File: src/rtl/lpm_pkg.sv
package lpm_pkg;

  typedef enum logic [1:0] {
    LPM_RUN   = 2'd0,
    LPM_IDLE  = 2'd1,
    LPM_SLEEP = 2'd2,
    LPM_WAKE  = 2'd3
  } lpm_state_e;

  typedef struct packed {
    logic core_en;
    logic periph_en;
    logic osc_pd;
    logic rc_out_en;
    logic flash_stby;
  } lpm_gate_t;

  function automatic lpm_gate_t gate_for(lpm_state_e s);
    lpm_gate_t g;
    g = '{core_en: 1'b1, periph_en: 1'b1, osc_pd: 1'b0,
          rc_out_en: 1'b1, flash_stby: 1'b0};
    case (s)
      LPM_IDLE:  g.core_en = 1'b0;
      LPM_SLEEP: g = '{core_en: 1'b0, periph_en: 1'b0, osc_pd: 1'b1,
                       rc_out_en: 1'b0, flash_stby: 1'b1};
      LPM_WAKE:  begin
        g.core_en   = 1'b0;
        g.periph_en = 1'b0;
      end
      default: ;
    endcase
    return g;
  endfunction

endpackage

File: src/rtl/lpm_wake_qual.sv
module lpm_wake_qual #(
  parameter int N_IRQ = 8
) (
  input  logic             clk,
  input  logic             rst,
  input  logic [N_IRQ-1:0] irq,
  input  logic [N_IRQ-1:0] irq_mask,
  input  logic             rtc_irq,
  input  logic             entering,
  output logic             wake_now,
  output logic             wake_any
);
  logic [N_IRQ-1:0] qual;
  logic             wake_pend;

  for (genvar i = 0; i < N_IRQ; i++) begin : g_qual
    assign qual[i] = irq[i] & irq_mask[i];
  end

  assign wake_now = (|qual) | rtc_irq;
  assign wake_any = wake_now | wake_pend;

  // Holds a wake event seen during the entry cycle for one cycle.
  always_ff @(posedge clk) begin
    if (rst) wake_pend <= 1'b0;
    else     wake_pend <= entering & wake_now;
  end
endmodule

File: src/rtl/lpm_fsm.sv
module lpm_fsm
  import lpm_pkg::*;
#(
  parameter int RC_SETTLE = 2
) (
  input  logic       clk,
  input  logic       rst,
  input  logic       mode_wr,
  input  logic [1:0] mode_wdata,
  input  logic       wake_any,
  output lpm_state_e state,
  output lpm_state_e state_nxt,
  output logic       entering,
  output logic       sleep_entry,
  output logic [1:0] mode_req
);
  localparam int CW = (RC_SETTLE > 1) ? $clog2(RC_SETTLE) : 1;
  localparam logic [CW-1:0] CNT_LOAD = CW'(RC_SETTLE - 1);

  logic [CW-1:0] settle_cnt;

  assign entering    = (state == LPM_RUN) && (mode_req != 2'b00);
  assign sleep_entry = entering && mode_req[1];

  always_comb begin
    state_nxt = state;
    case (state)
      LPM_RUN:   if (mode_req[1]) state_nxt = LPM_SLEEP;
                 else if (mode_req[0]) state_nxt = LPM_IDLE;
      LPM_IDLE:  if (wake_any) state_nxt = LPM_RUN;
      LPM_SLEEP: if (wake_any) state_nxt = LPM_WAKE;
      LPM_WAKE:  if (settle_cnt == '0) state_nxt = LPM_RUN;
      default:   state_nxt = LPM_RUN;
    endcase
  end

  always_ff @(posedge clk) begin
    if (rst) begin
      state      <= LPM_RUN;
      settle_cnt <= '0;
    end else begin
      state <= state_nxt;
      if (state == LPM_SLEEP && state_nxt == LPM_WAKE) settle_cnt <= CNT_LOAD;
      else if (state == LPM_WAKE && settle_cnt != '0)  settle_cnt <= settle_cnt - 1'b1;
    end
  end

  always_ff @(posedge clk) begin
    if (rst) begin
      mode_req <= 2'b00;
    end else if (state == LPM_RUN) begin
      if (entering)
        mode_req <= 2'b00;
      else if (mode_wr && mode_wdata != 2'b00)
        mode_req <= mode_wdata[1] ? 2'b10 : 2'b01;
    end
  end

  assert_req_clear_R3: assert property (@(posedge clk) disable iff (rst)
    (state != LPM_RUN) |-> (mode_req == 2'b00));

  assert_entry_R3: assert property (@(posedge clk) disable iff (rst)
    (state == LPM_RUN && mode_req != 2'b00) |=> (state != LPM_RUN));
endmodule

File: src/rtl/lpm_pll_ctl.sv
module lpm_pll_ctl
  import lpm_pkg::*;
(
  input  logic       clk,
  input  logic       rst,
  input  lpm_state_e state,
  input  logic       entering,
  input  logic       sleep_entry,
  input  logic       pll_wr,
  input  logic [1:0] pll_wdata,
  output logic       pll_pwr,
  output logic       pll_conn
);
  always_ff @(posedge clk) begin
    if (rst || sleep_entry) begin
      pll_pwr  <= 1'b0;
      pll_conn <= 1'b0;
    end else if (pll_wr && state == LPM_RUN && !entering) begin
      pll_pwr  <= pll_wdata[0];
      pll_conn <= pll_wdata[0] & pll_wdata[1];
    end
  end

  assert_conn_needs_pwr_R10: assert property (@(posedge clk) disable iff (rst)
    pll_conn |-> pll_pwr);
endmodule

File: src/rtl/lpm_out_reg.sv
module lpm_out_reg
  import lpm_pkg::*;
(
  input  logic       clk,
  input  logic       rst,
  input  lpm_state_e state_nxt,
  input  logic       sleep_entry,
  output lpm_gate_t  gate,
  output logic       div_clr
);
  always_ff @(posedge clk) begin
    if (rst) begin
      gate    <= gate_for(LPM_RUN);
      div_clr <= 1'b0;
    end else begin
      gate    <= gate_for(state_nxt);
      div_clr <= sleep_entry;
    end
  end
endmodule

File: src/rtl/lpm_seq.sv
module lpm_seq
  import lpm_pkg::*;
#(
  parameter int N_IRQ     = 8,
  parameter int RC_SETTLE = 2
) (
  input  logic             clk,
  input  logic             rst,
  input  logic             mode_wr,
  input  logic [1:0]       mode_wdata,
  input  logic             pll_wr,
  input  logic [1:0]       pll_wdata,
  input  logic [N_IRQ-1:0] irq,
  input  logic [N_IRQ-1:0] irq_mask,
  input  logic             rtc_irq,
  output logic             core_clk_en,
  output logic             periph_clk_en,
  output logic             main_osc_pd,
  output logic             rc_osc_pwr_en,
  output logic             rc_osc_out_en,
  output logic             pll_pwr_en,
  output logic             pll_connect,
  output logic             flash_standby,
  output logic             cpu_div_clr,
  output logic             usb_div_clr,
  output logic [1:0]       mode_req,
  output logic [1:0]       lpm_state
);
  lpm_state_e state, state_nxt;
  logic       entering, sleep_entry, wake_now, wake_any, div_clr;
  lpm_gate_t  gate;

  lpm_wake_qual #(.N_IRQ(N_IRQ)) u_wake (
    .clk(clk), .rst(rst), .irq(irq), .irq_mask(irq_mask), .rtc_irq(rtc_irq),
    .entering(entering), .wake_now(wake_now), .wake_any(wake_any)
  );

  lpm_fsm #(.RC_SETTLE(RC_SETTLE)) u_fsm (
    .clk(clk), .rst(rst), .mode_wr(mode_wr), .mode_wdata(mode_wdata),
    .wake_any(wake_any), .state(state), .state_nxt(state_nxt),
    .entering(entering), .sleep_entry(sleep_entry), .mode_req(mode_req)
  );

  lpm_pll_ctl u_pll (
    .clk(clk), .rst(rst), .state(state), .entering(entering),
    .sleep_entry(sleep_entry), .pll_wr(pll_wr), .pll_wdata(pll_wdata),
    .pll_pwr(pll_pwr_en), .pll_conn(pll_connect)
  );

  lpm_out_reg u_out (
    .clk(clk), .rst(rst), .state_nxt(state_nxt), .sleep_entry(sleep_entry),
    .gate(gate), .div_clr(div_clr)
  );

  assign core_clk_en   = gate.core_en;
  assign periph_clk_en = gate.periph_en;
  assign main_osc_pd   = gate.osc_pd;
  assign rc_osc_out_en = gate.rc_out_en;
  assign flash_standby = gate.flash_stby;
  assign rc_osc_pwr_en = 1'b1;
  assign cpu_div_clr   = div_clr;
  assign usb_div_clr   = div_clr;
  assign lpm_state     = state;

  assert_idle_gating_R4: assert property (@(posedge clk) disable iff (rst)
    (state == LPM_IDLE) |-> (!core_clk_en && periph_clk_en && !main_osc_pd
                             && rc_osc_out_en && !flash_standby));

  assert_sleep_gating_R5: assert property (@(posedge clk) disable iff (rst)
    (state == LPM_SLEEP) |-> (!core_clk_en && !periph_clk_en && main_osc_pd
                              && !rc_osc_out_en && flash_standby && !pll_pwr_en));

  assert_div_pulse_R6: assert property (@(posedge clk) disable iff (rst)
    cpu_div_clr |-> (state == LPM_SLEEP && $past(state) == LPM_RUN));

  assert_idle_exit_R8: assert property (@(posedge clk) disable iff (rst)
    (state == LPM_IDLE && wake_now) |=> (state == LPM_RUN && core_clk_en));

  assert_wake_order_R9: assert property (@(posedge clk) disable iff (rst)
    (state == LPM_WAKE) |-> (rc_osc_out_en && !core_clk_en && !main_osc_pd));

  assert_entry_wake_R11: assert property (@(posedge clk) disable iff (rst)
    (entering && wake_now) |=> (state == LPM_IDLE || state == LPM_SLEEP));
endmodule

File: config.mk
export PLATFORM = sky130hd
export DESIGN_NAME = lpm_seq
export DESIGN_NICKNAME = d
export VERILOG_FILES = /design/src/rtl/lpm_pkg.sv /design/src/rtl/lpm_wake_qual.sv /design/src/rtl/lpm_fsm.sv /design/src/rtl/lpm_pll_ctl.sv /design/src/rtl/lpm_out_reg.sv /design/src/rtl/lpm_seq.sv
export SDC_FILE = /design/constraint.sdc
export NUM_CORES = 1
export LEC_CHECK = 0
export BUFFER_PORTS_ARGS = -buffer_cell sky130_fd_sc_hd__clkbuf_2
export CAP_MARGIN = 30
export CORE_MARGIN = 2
export CORE_UTILIZATION = 25
export CTS_CLUSTER_DIAMETER = 200
export CTS_CLUSTER_SIZE = 28
export DETAILED_ROUTE_END_ITERATION = 8
export GPL_TIMING_DRIVEN = 0
export HOLD_SLACK_MARGIN = 0.05
export MAX_ROUTING_LAYER = met4
export PLACE_DENSITY_LB_ADDON = 0.15
export RECOVER_POWER = 100
export SYNTH_ARGS = -nofsm -noshare
export SYNTH_HDL_FRONTEND = slang
export SYNTH_SLANG_ARGS = --single-unit
File: constraint.sdc
create_clock -name clk -period 1.5 [get_ports clk]
set_clock_uncertainty 0.15 [all_clocks]
set_input_delay 0 -clock clk [delete_from_list [all_inputs] [get_ports clk]]
set_output_delay 0 -clock clk [all_outputs]
set_load 0.03 [all_outputs]
==> results of run 1 <==
## worst min-delay path by stage
stage                        from                        endpoint  slack [ns]
CTS                       rtc_irq       u_fsm.state[0]$_SDFF_PP0_        0.08
finish                    rtc_irq       u_fsm.state[0]$_SDFF_PP0_         0.1
floorplan            pll_wdata[0]      u_pll.pll_pwr$_SDFFE_PP0P_        0.01
global placement    mode_wdata[1]  u_fsm.mode_req[1]$_SDFFE_PP0P_        0.12
global route              rtc_irq       u_fsm.state[0]$_SDFF_PP0_        0.11
detailed placement   pll_wdata[0]     u_pll.pll_conn$_SDFFE_PP0P_        0.14
## cells by family after synthesis
logic type / synth area share
buffers and inverters: 0.0641
other: 0.00640
and+or+nand+nor: 0.284
AOI/OAI and AO/OA: 0.201
DFF: 0.444
## cell usage after synthesis (all sizes together)
cell type / n / area, sq um
o31ai: 1 / 7.51
nor2b: 2 / 12.5
o21ai: 2 / 10.0
or2: 1 / 6.26
conb: 1 / 3.75
nor3b: 2 / 15.0
clkbuf: 3 / 11.3
inv: 1 / 3.75
a222oi: 1 / 10.0
nor4: 3 / 18.8
a22oi: 2 / 15.0
a311o: 1 / 10.0
nand4: 1 / 6.26
nand3: 3 / 15.0
nor3: 1 / 5.00
dfxtp: 13 / 260
a211oi: 1 / 7.51
nor2: 11 / 41.3
o31a: 1 / 8.76
or4b: 1 / 10.0
nand2: 6 / 22.5
a32oi: 1 / 8.76
o21a: 1 / 7.51
buf: 3 / 22.5
nand2b: 1 / 6.26
a221oi: 2 / 17.5
nand3b: 1 / 7.51
a21oi: 3 / 15.0
## per-stage QoR
| step | instances | setup TNS (ns) |
|---|---|---|
| final | 147 | 0 |
| after global routing | 147 | 0 |
| after CTS | 146 | 0 |
| after detailed placement | 134 | -0.235 |
| after global placement | 134 | -0.223 |
| after floorplan | 70 | 0 |
## metal layers
metal / up-vias / wire (microns) / GRT usage
met5: - / 0 / -
met4: 0 / 39 / 0.0897
met3: 6 / 89 / 0.0429
met2: 21 / 797 / 0.221
met1: 318 / 689 / 0.157
li1: 354 / - / -
## critical path: stages (launching register included)
cell and delay (ns):
dfxtp_2 0.34, or4b_1 0.53, a311o_1 0.33
## layout make-up
cell class | count | area [sq um] | area share
Inverter | 1 | 3.75 | 0.00399
Buffer | 5 | 37.5 | 0.0399
Sequential cell | 13 | 265 | 0.282
Timing Repair Buffer | 46 | 258 | 0.274
Multi-Input combinational cell | 50 | 314 | 0.334
Clock buffer | 4 | 26.3 | 0.0280
Tap cell | 28 | 35.0 | 0.0373
## power by group
group          switching [mW]  total (mW)  internal (mW)
clock network           0.123       0.226          0.103
registers              0.0288       0.404          0.375
logic                   0.143       0.259          0.116
## what timing repair did
item / CTS / global route
gates resized for setup: 2 / 5
endpoints found under the setup margin: 2 / 8
hold buffers: 7 / 0
buffers inserted: 1 / 2
hold endpoints to repair: 4 / 0
pin swaps: 1 / 5
## sequential cells by signal (all words and copies together), names as in the netlist
signal,count
u_fsm.state,2
u_fsm.settle_cnt,1
u_pll.pll_conn,1
u_out.gate,4
u_fsm.mode_req,2
u_out.div_clr,1
u_pll.pll_pwr,1
u_wake.wake_pend,1
==> impl_results.md, run 1 <==
* DIE HEIGHT at 52.4 microns
* Critical Path Start: u_fsm.state[1]$_SDFF_PP0_
* Layout cells sized above 1 at 0.353
* Clock Latency Late Sink at 0.28 ns
* Reg clk slew, reported paths at ~0.08 ns
* Setup crit end: u_out.gate[4]$_SDFF_PP1_
* VDD IR-drop max at between 0.0004 and 0.0005 V
* Vias in the first global route at ~630
* Pre-CTS setup slack at -0.219 ns
* Cells after synthesis at 70
* Crit path time final at around 1.5 ns
* Final core utilization at 0.425
* Area growth from synthesis to layout at 60.5%
* Critical Path Fanout Max at 3
* Root buffer cell: clkbuf_4
* Avg WL per Cell at between 10 and 15 microns
* Io pins at 39
* Total power at approximately 900 uW
* Final period utilization at 0.972
* Routability cong. at about 0.73
* CP endpoint kind: register
* Highest-count cells in the layout ignoring fill and taps: clkbuf_2, clkbuf_1, nor2_1, dfxtp_1, dlygate4sd3_1
* Cell variety after synth at 28
* Hold depth at 5
* Total Nets Final at 145
* Final hold slack at slightly below 0.1 ns
* Initial Util at 0.265
* Most common cell after layout, fill and taps aside: clkbuf_2
* GRT Resource Usage Total at 0.142
* Placed cell areas at 822 sq um
* Leakage at between 0.3 and 0.4 nW
* Initial antenna violation count at 0
* Fillcell total at approximately 260
* Final WS setup at about 0.042 ns
* Data required, critical path at about 1.5 ns
* DR pass1 iterations at 4
* Post-Route WL at 1.62 mm
* Via count at 699
* RSZ-0062 raised after global routing: no
* Register area share after synthesis at 0.444
* Max_cap viols at 0
* Final setup violation count at 0
* Final Hold Vio Count at 0
* Critical Path AT at roughly 1.5 ns
* Largest net degree at the start of global routing at 11
* Routed Antenna Nets at 0
* Post-Syn Area per Cell at approximately 8.4 sq um
* Synthesis Warnings at 0
* Synthesized area at between 500 and 600 sq um
* Reg-to-reg critical path startpoint: u_fsm.state[1]$_SDFF_PP0_
* Critical path class: reg2reg
* FF-to-FF setup slack at approximately 0.042 ns
* Die area at about 2700 sq um
* CTS Sinks at 13
* Total grt overflow at 0
* Core area at between 2000 and 2500 sq um
* Hold Path Class: in2reg
* Critical Path Start Type: register
* Vias per inst at 4.76
* Power Density at 946 nW/um^2
* IO Port Bufs at 36
* DRC at 0
* Reg-to-Reg End: u_out.gate[4]$_SDFF_PP1_
* Width of the die at ~52 microns
* CTS tree: done
* Post-synth net total at 95
* Row Count at 17
* Design area at approximately 940 sq um
* Reg2Reg Depth at 2
* #FFs+latches synth at 13
* Hpwl dp at 1.14 mm
* Fmax at roughly 0.69 GHz
* First-pass GRT wire length at between 2 and 3 mm
* Maximum clock insertion buffer count at 2
* Final Max Tran Viols at 0
* CTS buffer count at 3
* DRT iter0 DRCs at 15
* Status: finished clean
* H-tree Lvls at 1
* # diodes at 0
(Power assumes the default switching activity.)
==> inputs of run 2 (changes only) <==
--- a/config.mk
+++ b/config.mk
@@ -5,7 +5,7 @@
 export SDC_FILE = /design/constraint.sdc
 export NUM_CORES = 1
 export LEC_CHECK = 0
-export BUFFER_PORTS_ARGS = -buffer_cell sky130_fd_sc_hd__clkbuf_2
+export BUFFER_PORTS_ARGS = -buffer_cell sky130_fd_sc_hd__buf_2
 export CAP_MARGIN = 30
 export CORE_MARGIN = 2
 export CORE_UTILIZATION = 25
==> impl_results.md, run 2 (synthesized netlist as in run 1, its figures left out) <==
* Critical Path Start Type: register (unchanged)
* Biggest regs: u_out.gate x4, u_fsm.mode_req x2, u_fsm.state x2 (unchanged)
* Critical Path Fanout Max at 4 (was 3)
* Die area at 2750 sq um (unchanged)
* Fmax at 0.683 GHz (was 0.686 GHz)
* Post-Route WL at 1.62 mm (about the same)
* Core area at 2210 sq um (unchanged)
* Layout cells sized above 1 at 0.339 (was 0.353)
* DRT iter0 DRCs at 10 (was 15)
* Initial antenna violation count at 0 (unchanged)
* Clock Latency Late Sink at 0.28 ns (about the same)
* Critical path class: reg2reg (unchanged)
* GRT Resource Usage Total at 0.138 (was 0.142)
* CTS buffer count at 3 (unchanged)
* Row Count at 17 (unchanged)
* Vias in the first global route at 647 (was 628)
* Routability cong. at 0.730 (was 0.731)
* # diodes at 0 (unchanged)
* First-pass GRT wire length at 2.66 mm (was 2.71 mm)
* Final Max Tran Viols at 0 (unchanged)
* Largest register FFs at 4 (unchanged)
* Hpwl dp at 1.13 mm (was 1.14 mm)
* Width of the die at 52.4 microns (unchanged)
* CP endpoint kind: register (unchanged)
* Hold Path Class: in2reg (unchanged)
* Via count at 692 (was 699)
* Finished Layout Cells at 146 (was 147)
* Critical Path AT at 1.49 ns (was 1.48 ns)
* Avg WL per Cell at 11.1 microns (was 11.0 microns)
* Final period utilization at 0.976 (was 0.972)
* DRC at 0 (unchanged)
* DIE HEIGHT at 52.4 microns (unchanged)
* Total Nets Final at 144 (was 145)
* RSZ-0062 raised after global routing: no (unchanged)
* Initial Util at 0.265 (unchanged)
* Largest net degree at the start of global routing at 11 (unchanged)
* Root buffer cell: clkbuf_4 (unchanged)
* Leakage at 0.381 nW (was 0.391 nW)
* IO Port Bufs at 36 (unchanged)
* Placed Cells incl. Taps at 134 (unchanged)
* Routed Antenna Nets at 0 (unchanged)
* Final setup violation count at 0 (unchanged)
* Power Density at 952 nW/um^2 (was 946 nW/um^2)
* Area growth from synthesis to layout at 57.5% (was 60.5%)
* Io pins at 39 (unchanged)
* Critical Path Slowest Stage Cell: or4b_1 (unchanged)
* VDD IR-drop max at 0.000339 V (was 0.000424 V)
* Final Hold Vio Count at 0 (unchanged)
* Crit path time final at 1.46 ns (about the same)
* Fin Setup TNS at 0 ns (unchanged)
* Total grt overflow at 0 (unchanged)
* Maximum clock insertion buffer count at 2 (unchanged)
* Most common cell after layout, fill and taps aside: buf_2 (was clkbuf_2)
* Top reg by flops: u_out.gate (unchanged)
* H-tree Lvls at 1 (unchanged)
* CTS tree: done (unchanged)
* Cells along the critical path: or4b_1, a311o_1 (unchanged)
* CTS Sinks at 13 (unchanged)
* Data required, critical path at 1.52 ns (about the same)
* Reg clk slew, reported paths at 0.09 ns (was 0.08 ns)
* Vias per inst at 4.74 (was 4.76)
* FF-to-FF setup slack at 0.04 ns (about the same)
* Max_cap viols at 0 (unchanged)
* DR pass1 iterations at 4 (unchanged)
* Highest-count cells in the layout ignoring fill and taps: buf_2, clkbuf_1, nor2_1, dfxtp_1, dlygate4sd3_1 (was clkbuf_2, clkbuf_1, nor2_1, dfxtp_1, dlygate4sd3_1)
* Critical Path Max Stage Delay at 0.51 ns (was 0.53 ns)
* Status: finished clean (unchanged)
-- run 2: layout make-up --
type	instances	area (sq um)
Fill cell	245	1290
Clock buffer	4	26.3
Tap cell	28	35.0
Sequential cell	13	265
Timing Repair Buffer	45	250
Buffer	5	33.8
Inverter	1	3.75
Multi-Input combinational cell	50	308
-- run 2: final timing paths --
kind	from	to	depth (start not counted)
hold / removal	irq_mask[7]	u_out.gate[4]$_SDFF_PP1_	4
setup reg to reg	u_wake.wake_pend$_SDFF_PP0_	u_out.gate[4]$_SDFF_PP1_	2
setup / recovery	u_wake.wake_pend$_SDFF_PP0_	u_out.gate[4]$_SDFF_PP1_	2
hold reg to reg	u_pll.pll_conn$_SDFFE_PP0P_	u_pll.pll_conn$_SDFFE_PP0P_	2
-- run 2: worst max-delay path, delay by kind of cell, from the launching register on --
kind | cells | cell delay (ns)
AND/OR/NAND/NOR | 1 | 0.51
flip-flops | 1 | 0.34
AO/OA/AOI/OAI | 1 | 0.36
-- run 2: metrics by stage --
stage          area (sq um)  hold WS, ns   util  worst slack [ns]  power [mW]
6_report                922       0.0860  0.417            0.0355       0.878
5_1_grt                 922        0.105  0.417           0.00301       0.929
3_5_place_dp            822        0.130  0.372            -0.220       0.641
2_1_floorplan           607       0.0146      -           0.00870       0.565
4_1_cts                 928       0.0985  0.420            0.0113       0.889
3_3_place_gp            822        0.120  0.372            -0.228       0.640
-- run 2: report_power, final --
part	switching [mW]	leakage [nW]	internal (mW)
logic	0.140	0.258	0.112
clock network	0.120	0.0150	0.103
registers	0.0284	0.108	0.375
-- run 2: layer usage --
metal	track usage	share of wire	up-vias
met5	-	0	-
met4	0.0897	0.011	0
met3	0.0429	0.056	2
met2	0.223	0.51	22
met1	0.146	0.42	319
li1	-	-	349
-- run 2: timing repair --
item	4_1_cts	5_1_grt
buffers inserted	1	1
hold endpoints to repair	5	0
pin swaps	1	4
gates cloned	0	0
hold buffers	7	0
setup endpoints to repair	2	7
resized for setup	1	5
